### config.mk
export PLATFORM = sky130hd
export DESIGN_NAME = jtag_dr_bank
export DESIGN_NICKNAME = d
export VERILOG_FILES = /design/src/rtl/jtag_dr_bank.sv
export SDC_FILE = /design/constraint.sdc
export NUM_CORES = 1
export LEC_CHECK = 0
export BUFFER_PORTS_ARGS = -buffer_cell sky130_fd_sc_hd__buf_2
export CAP_MARGIN = 40
export CORE_ASPECT_RATIO = 1.25
export CORE_MARGIN = 5
export CORE_UTILIZATION = 50
export DETAILED_ROUTE_END_ITERATION = 8
export GPL_TIMING_DRIVEN = 0
export PLACE_DENSITY = 0.71
export SLEW_MARGIN = 20
export SYNTH_ARGS = -nofsm -noshare
export SYNTH_HDL_FRONTEND = slang
export SYNTH_SLANG_ARGS = --single-unit
export TNS_END_PERCENT = 20
### constraint.sdc
create_clock -name tck -period 1.19 [get_ports tck]
set_clock_uncertainty 0.05 [all_clocks]
set_input_delay 0.119 -clock tck [delete_from_list [all_inputs] [get_ports tck]]
set_output_delay 0.119 -clock tck [all_outputs]
set_load 0.02 [all_outputs]
### src/rtl/jtag_dr_bank.sv
module jtag_dr_bank #(
  parameter int          IR_W       = 4,
  parameter int          ID_W       = 32,
  parameter logic [31:0] ID_VALUE   = 32'h1A5C_3E27,
  parameter logic [3:0]  OP_BSR_EXT = 4'h0,
  parameter logic [3:0]  OP_BSR_SMP = 4'h1,
  parameter logic [3:0]  OP_IDCODE  = 4'h2,
  parameter logic [3:0]  OP_USER    = 4'h3
) (
  input  logic            tck,
  input  logic            trst_n,
  input  logic [IR_W-1:0] ir_code,
  input  logic            capture_dr,
  input  logic            shift_dr,
  input  logic            update_dr,
  input  logic            tdi,
  input  logic            bsr_so,
  input  logic            user_so,
  output logic            sel_bypass,
  output logic            sel_id,
  output logic            sel_bsr,
  output logic            sel_user,
  output logic            bsr_capture,
  output logic            bsr_shift,
  output logic            bsr_update,
  output logic            user_capture,
  output logic            user_shift,
  output logic            user_update,
  output logic            tdo,
  output logic            tdo_oe
);
  localparam logic [ID_W-1:0] ID_CAP = ID_VALUE[ID_W-1:0] | {{(ID_W-1){1'b0}}, 1'b1};

  logic            byp_q;
  logic [ID_W-1:0] id_q;
  logic            tdo_q, oe_q;
  logic            so_mux;

  assign sel_bsr    = (ir_code == OP_BSR_EXT[IR_W-1:0]) || (ir_code == OP_BSR_SMP[IR_W-1:0]);
  assign sel_id     = (ir_code == OP_IDCODE[IR_W-1:0]);
  assign sel_user   = (ir_code == OP_USER[IR_W-1:0]);
  assign sel_bypass = !(sel_bsr || sel_id || sel_user);

  assign bsr_capture  = capture_dr && sel_bsr;
  assign bsr_shift    = shift_dr   && sel_bsr;
  assign bsr_update   = update_dr  && sel_bsr;
  assign user_capture = capture_dr && sel_user;
  assign user_shift   = shift_dr   && sel_user;
  assign user_update  = update_dr  && sel_user;

  always_ff @(posedge tck or negedge trst_n) begin
    if (!trst_n)                       byp_q <= 1'b0;
    else if (capture_dr && sel_bypass) byp_q <= 1'b0;
    else if (shift_dr && sel_bypass)   byp_q <= tdi;
  end

  always_ff @(posedge tck or negedge trst_n) begin
    if (!trst_n)                   id_q <= ID_CAP;
    else if (capture_dr && sel_id) id_q <= ID_CAP;
    else if (shift_dr && sel_id)   id_q <= {tdi, id_q[ID_W-1:1]};
  end

  always_comb begin
    if (sel_bypass)  so_mux = byp_q;
    else if (sel_id) so_mux = id_q[0];
    else if (sel_bsr) so_mux = bsr_so;
    else             so_mux = user_so;
  end

  always_ff @(negedge tck or negedge trst_n) begin
    if (!trst_n) begin
      tdo_q <= 1'b0;
      oe_q  <= 1'b0;
    end else begin
      tdo_q <= so_mux;
      oe_q  <= shift_dr;
    end
  end

  assign tdo    = tdo_q;
  assign tdo_oe = oe_q;

  p_one_select_r1: assert property (@(posedge tck) disable iff (!trst_n)
    $countones({sel_bypass, sel_id, sel_bsr, sel_user}) == 1);

  p_bypass_capture_r3: assert property (@(posedge tck) disable iff (!trst_n)
    (capture_dr && sel_bypass) |=> (byp_q == 1'b0));

  p_id_capture_lsb_r4: assert property (@(posedge tck) disable iff (!trst_n)
    (capture_dr && sel_id) |=> id_q[0]);

  p_id_shift_r4: assert property (@(posedge tck) disable iff (!trst_n)
    (shift_dr && !capture_dr && sel_id) |=> (id_q[ID_W-2:0] == $past(id_q[ID_W-1:1])));

  p_id_hold_r8: assert property (@(posedge tck) disable iff (!trst_n)
    !sel_id |=> $stable(id_q));

  p_bypass_hold_r8: assert property (@(posedge tck) disable iff (!trst_n)
    !sel_bypass |=> $stable(byp_q));

  p_no_stray_strobe_r7: assert property (@(posedge tck) disable iff (!trst_n)
    !(bsr_shift && user_shift));
endmodule

==> key figures, run 1 <==
Status
  • Status: finished with violations
  • Violated checks: negative setup slack

Global routing
  • Antenna violations before repair: 0
  • Total GRT Usage: 14.0%
  • Largest net degree at the start of global routing: 36
  • First-pass GRT wire length: 5210 µm
  • GRT Residual Overflow: 0
  • Number of global-route vias before repair: 1146

Synth
  • Syn_nets: 155
  • Synth Cell Area: 1710 µm²
  • Adder-Cell Fraction of Synth Area: 0%
  • Mapped Cells: 143
  • Sequential-to-total area share from yosys stat: 52.4%
  • Synth Area in Simple Gates: 13.7%
  • Post-synthesis mux area share: 23.6%
  • Yosys reg bits: 35
  • Synth cell types: 22
  • Largest family of logic cells by synthesized area: multiplexers
  • XOR/XNOR Fraction of Synth Area: 0%
  • Ys async rst share: 100%
  • Top_reg_cell synth: dfrtp_1
  • Synth Area in Compound Gates: 1.98%
  • Synth Area per Inst: 12.0 µm²
  • Yosys warnings: 0
  • Post-synth EDFFs: 0

Worst setup path
  • FF-to-FF path depth: 3
  • Critical Path AT: 1090 ps
  • Crit path launch type: flip-flop
  • WP data required: 680 ps
  • CP max stage cell: dfstp_2
  • Critical Path End Type: flip-flop
  • Crit Path Max Fanout: 2
  • Critical path, cell by cell: mux2i_1 > a211oi_2 > a21o_1
  • Setup CP Type: flip-flop to flip-flop
  • Largest stage delay on the critical path: 380 ps
  • R2R Path End: tdo
  • Worst R2R Start: id_q[0]
  • Slack of the worst reg-to-reg path: -410 ps

Floorplanning
  • Die Wd: 62.3 µm
  • IO Count: 24
  • Die Height: 75.4 µm
  • Die Area: 4700 µm²
  • Core area: 3250 µm²
  • Core Rows: 23
  • Starting Density: 52.6%

Power and ir drop
  • Leak: 1.03 nW
  • Power density over the cells: 1570 nW/µm²
  • Worst vdd ir: 0.00113 V

Clock network
  • Clk Latency, worst-skew pair: 290 ps
  • CTS Buf Count: 5
  • Reg clk slew, reported paths: 70 ps
  • Root Driver: clkbuf_8
  • CTS Sinks: 35
  • Clock Path Buffers: 2
  • CTS tree: yes
  • Setup Fix Bufs, Post-CTS: 0
  • H-tree depth: 2

Min path
  • WHS Endpoint: byp_q
  • Worst Min Path Start: ir_code[3]
  • Worst hold stages: 4
  • Hold Crit Class: input pin to flip-flop

Place
  • Placed Area: 1870 µm²
  • Port bufs: 22
  • Final RePlAce weighted congestion: 0.803
  • Dpl cells: 202
  • Post-DP HPWL: 2070 µm

Layout
  • Filler cells: 265
  • Final net count: 186
  • Core Util, Final: 63.5%
  • Share of cells above drive strength 1: 42.9%
  • Syn-to-layout area delta: 20.8%
  • Fin cells: 212
  • Post-route cell area: 2070 µm²
  • Diodes inserted: 0

Route
  • First-pass DRT Iterations: 2
  • Remaining antenna violation count after routing: 0
  • DRC: 0
  • Routed len/inst: 14.4 µm
  • Iteration-0 DRC Markers: 45
  • Final WL: 3050 µm
  • Via count: 1075
  • Vias/cell: 5.07

STA
  • Slew HR: 71.9%
  • Final setup fails: 3
  • Setup ws final: -409 ps
  • RSZ-0062 raised after global routing: true
  • Slew Limit Fails: 0
  • Worst slew pin tran: 422 ps
  • Hold Violations, Final: 0

Job
  • Max-Cap Viols: 0
## final cells by class
class	count	area, µm²	area share [%]
Tap cell	37	46.3	2.24
Sequential cell	35	896	43.4
Buffer	8	90.1	4.36
Inverter	17	63.8	3.09
Multi-Input combinational cell	83	686	33.2
Clock buffer	5	68.8	3.33
Timing Repair Buffer	24	171	8.30
Clock inverter	3	43.8	2.12
## per-layer routing
layer	GRT usage [%]	routed length, µm	part of all wire [%]
met1	15.5	1270	42
met2	24.7	1540	51
met3	4.72	180	5.9
met4	6.37	57	1.9
met5	0	0	0
## power breakdown
part           internal [mW]  leakage [nW]  switching (mW)
clock                  0.623        0.0581           0.420
combinational          0.321         0.554           0.250
sequential              1.51         0.416           0.116
total                   2.45          1.03           0.786
## placed cells by master, fill, tap and decap left out
cell type and count:
buf_12 3, dlygate4sd3_1 1, dfrtp_1 17, buf_4 1
mux2_4 14, nor2_1 23, buf_8 1, inv_2 1
nor4b_4 1, nor2_4 1, clkinv_4 1, bufinv_16 1
mux2i_1 17, a211oi_2 1, buf_6 6, clkbuf_4 1
clkbuf_1 1, clkbuf_8 5, buf_2 17, dfrtn_1 2
nor2_2 1, nand2_1 1, mux2_2 2, and2_1 6
nor2b_1 11, o21a_1 1, clkbuf_2 1, inv_1 16
clkinv_2 1, dfstp_2 16, and3_1 1, o21ai_0 1
a31oi_1 1, a21o_1 1
## how the worst max path moves through the flow
stage / startpoint / to / slack, ps / cells after the start
floorplan: id_q[0] / tdo / -290 / 3
global placement: id_q[0] / tdo / -360 / 3
detailed placement: id_q[0] / tdo / -370 / 3
CTS: tdo_oe / tdo_oe / -400 / 1
global route: tdo_oe / tdo_oe / -440 / 1
finish: id_q[0] / tdo / -410 / 3
## state kept, by name, indices dropped and copies added (netlist names)
register,count
tdo_oe,1
byp_q,1
tdo,1
id_q,32
## repair_timing
item,in CTS,in global routing
endpoints found under the hold margin,17,21
pin swaps,0,1
setup endpoints to repair,7,21
resized for setup,8,11
gates cloned,0,0
## cells by family after synthesis
group	Yosys count
flip-flops	35
AND/OR/NAND/NOR	45
multiplexers	33
AO/OA/AOI/OAI	5
buffers and inverters	25
## cell usage after synthesis (6+ instances only)
cell type | n | area, µm²
nor2_1 | 25 | 93.8
dfrtp_1 | 17 | 425
inv_1 | 17 | 63.8
mux2i_1 | 17 | 170
dfstp_2 | 16 | 420
mux2_4 | 14 | 210
nor2b_1 | 11 | 68.8
and2_1 | 6 | 37.5
## worst max-delay path: cells and delay by family, from the launching register on
kind	cells	cell delay, ps
multiplexers	1	170
flip-flops	1	380
AO/OA/AOI/OAI	2	260
## metrics by stage
step / worst slack (ps) / total power [mW] / setup TNS [ps] / hold WS, ps
floorplan: -288 / 2.02 / -6390 / -227
global placement: -361 / 2.14 / -6880 / 169
detailed placement: -366 / 2.18 / -7940 / 187
CTS: -395 / 3.26 / -1160 / -127
global route: -436 / 3.42 / -1310 / 98.9
finish: -409 / 3.24 / -1170 / 74.9
(Power assumes the default switching activity.)
==> run 2: changes to the inputs <==
CELL_PAD_IN_SITES_DETAIL_PLACEMENT = 0   (was default)
CELL_PAD_IN_SITES_GLOBAL_PLACEMENT = 1   (was default)
CORE_UTILIZATION = 45   (was 50)
PLACE_DENSITY = default   (was 0.71)
PLACE_DENSITY_LB_ADDON = 0.1   (was default)
==> key figures, run 2 (synthesized netlist as in run 1, its figures left out) <==
Worst setup path
  • Critical Path End Type: output port
  • Setup CP Type: flip-flop to output port
  • Largest stage delay on the critical path: 400 ps (+20 ps)
  • Critical path, cell by cell: buf_6
  • Crit Path Max Fanout: 1 (-1)
  • WP data required: 1020 ps (+340 ps)
  • Critical Path AT: 1400 ps (+310 ps)
  • CP max stage cell: dfrtn_1
  • Count of buffer and inverter cells on the critical path: 1 (+1)
  • Delay-heaviest family, CP: flip-flops
  • Crit path launch type: flip-flop

Floorplanning
  • Starting Density: 45.9% (-6.6 points)
  • IO Count: 24 (unchanged)
  • Core Rows: 25 (+8.7%)
  • Die Height: 78.9 µm (+4.7%)
  • Core area: 3720 µm² (+14%)
  • Die Area: 5140 µm² (+9.5%)
  • Die Wd: 65.1 µm (+4.5%)

Clock network
  • Reg clk slew, reported paths: 70 ps (about the same)
  • CTS Sinks: 35 (unchanged)
  • Root Driver: clkbuf_8
  • H-tree depth: 2 (unchanged)
  • Clock Path Buffers: 2 (unchanged)
  • Setup Fix Bufs, Post-CTS: 0 (unchanged)
  • CTS tree: yes
  • Clk Latency, worst-skew pair: 280 ps (about the same)
  • CTS Buf Count: 5 (unchanged)

Place
  • Dpl cells: 205 (+1.5%)
  • Placed Area: 1870 µm² (+0.20%)
  • Post-DP HPWL: 2030 µm (-1.7%)
  • Final RePlAce weighted congestion: 0.722 (-10%)
  • Port bufs: 22 (unchanged)

Global routing
  • Number of global-route vias before repair: 1160 (+1.2%)
  • Total GRT Usage: 13.0% (-1.0 points)
  • Antenna violations before repair: 0 (unchanged)
  • First-pass GRT wire length: 5130 µm (-1.6%)
  • GRT Residual Overflow: 0 (unchanged)
  • Largest net degree at the start of global routing: 36 (unchanged)

STA
  • Final setup fails: 3 (unchanged)
  • Worst slew pin tran: 411 ps (-10.7 ps)
  • Slew HR: 72.6% (+0.71 points)
  • Hold Violations, Final: 0 (unchanged)
  • RSZ-0062 raised after global routing: true
  • Slew Limit Fails: 0 (unchanged)
  • Setup ws final: -384 ps (+25.4 ps)

Layout
  • Max reg flops: 32 (unchanged)
  • Top reg by flops: id_q
  • Post-route cell area: 2050 µm² (-0.97%)
  • Commonest non-fill, non-tap cell in the layout: nor2_1
  • Syn-to-layout area delta: 19.6%
  • Core Util, Final: 55.0% (-8.6 points)
  • Share of cells above drive strength 1: 41.7% (-1.1 points)
  • Final net count: 186 (unchanged)
  • Filler cells: 339 (+28%)
  • Diodes inserted: 0 (unchanged)
  • Fin cells: 215 (+1.4%)
  • Most frequent cells in the layout: nor2_1, buf_2, inv_1, mux2i_1, dfrtp_1

Route
  • Iteration-0 DRC Markers: 29 (-36%)
  • Remaining antenna violation count after routing: 0 (unchanged)
  • Vias/cell: 4.96 (-2.2%)
  • Final WL: 2930 µm (-3.8%)
  • Via count: 1066 (-0.84%)
  • DRC: 0 (unchanged)
  • Routed len/inst: 13.6 µm (-5.2%)
  • First-pass DRT Iterations: 4 (+2)

Min path
  • Hold Crit Class: input pin to flip-flop

Power and ir drop
  • Power density over the cells: 1600 nW/µm² (+1.9%)
  • Leak: 1.02 nW (-0.43%)
  • Worst vdd ir: 0.000893 V (-21%)

Status
  • Violated checks: negative setup slack
  • Status: finished with violations

Job
  • Max-Cap Viols: 0 (unchanged)
## run 2: final cells by class
cell class              instances  area [µm²]  area share [%]
clock buffers                   6        82.6            4.04
plain buffers                   8        90.1            4.40
well taps                      40        50.0            2.45
multi-input cells              83         676            33.0
repair buffers                 24         153            7.46
inverters                      17        63.8            3.12
clock inverters                 2        35.0            1.71
flip-flops and latches         35         896            43.8
## run 2: routing by layer
layer | track usage, % | part of all wire, % | vias to the layer above
met1 | 14.7 | 43 | 525
met2 | 22.6 | 50 | 23
met3 | 3.54 | 5.3 | 5
li1 | - | - | 513
met5 | 0 | 0 | -
met4 | 5.60 | 1.8 | 0
## run 2: what timing repair did
action	CTS	global route
endpoints found under the setup margin	7	11
resized for setup	8	3
endpoints found under the hold margin	17	17
## run 2: metrics by stage
step / TNS [ps] / setup WS, ps / hold slack, ps / power, mW
3_5_place_dp: -7230 / -358 / 202 / 2.17
5_1_grt: -1300 / -420 / 127 / 3.46
2_1_floorplan: -6390 / -288 / -227 / 2.02
4_1_cts: -1130 / -384 / -111 / 3.31
3_3_place_gp: -6870 / -333 / 172 / 2.15
6_report: -1120 / -384 / 107 / 3.27
## run 2: path summary, 6_finish.rpt
kind                               start       end  slack (ps)  depth (start not counted)
worst max-delay path                 tdo       tdo        -380                          1
worst min-delay path                 tdi     byp_q         110                          3
worst max register to register   id_q[0]       tdo        -360                          3
worst min register to register  id_q[12]  id_q[12]         420                          2
max in group asynchronous         trst_n       tdo         340                          2
min in group asynchronous         trst_n     byp_q         310                          3
## run 2: power by group
| part | internal [mW] | leakage (nW) | switching, mW |
|---|---|---|---|
| combinational | 0.314 | 0.547 | 0.243 |
| clock | 0.678 | 0.0612 | 0.421 |
| sequential | 1.51 | 0.416 | 0.106 |
| total | 2.50 | 1.02 | 0.770 |
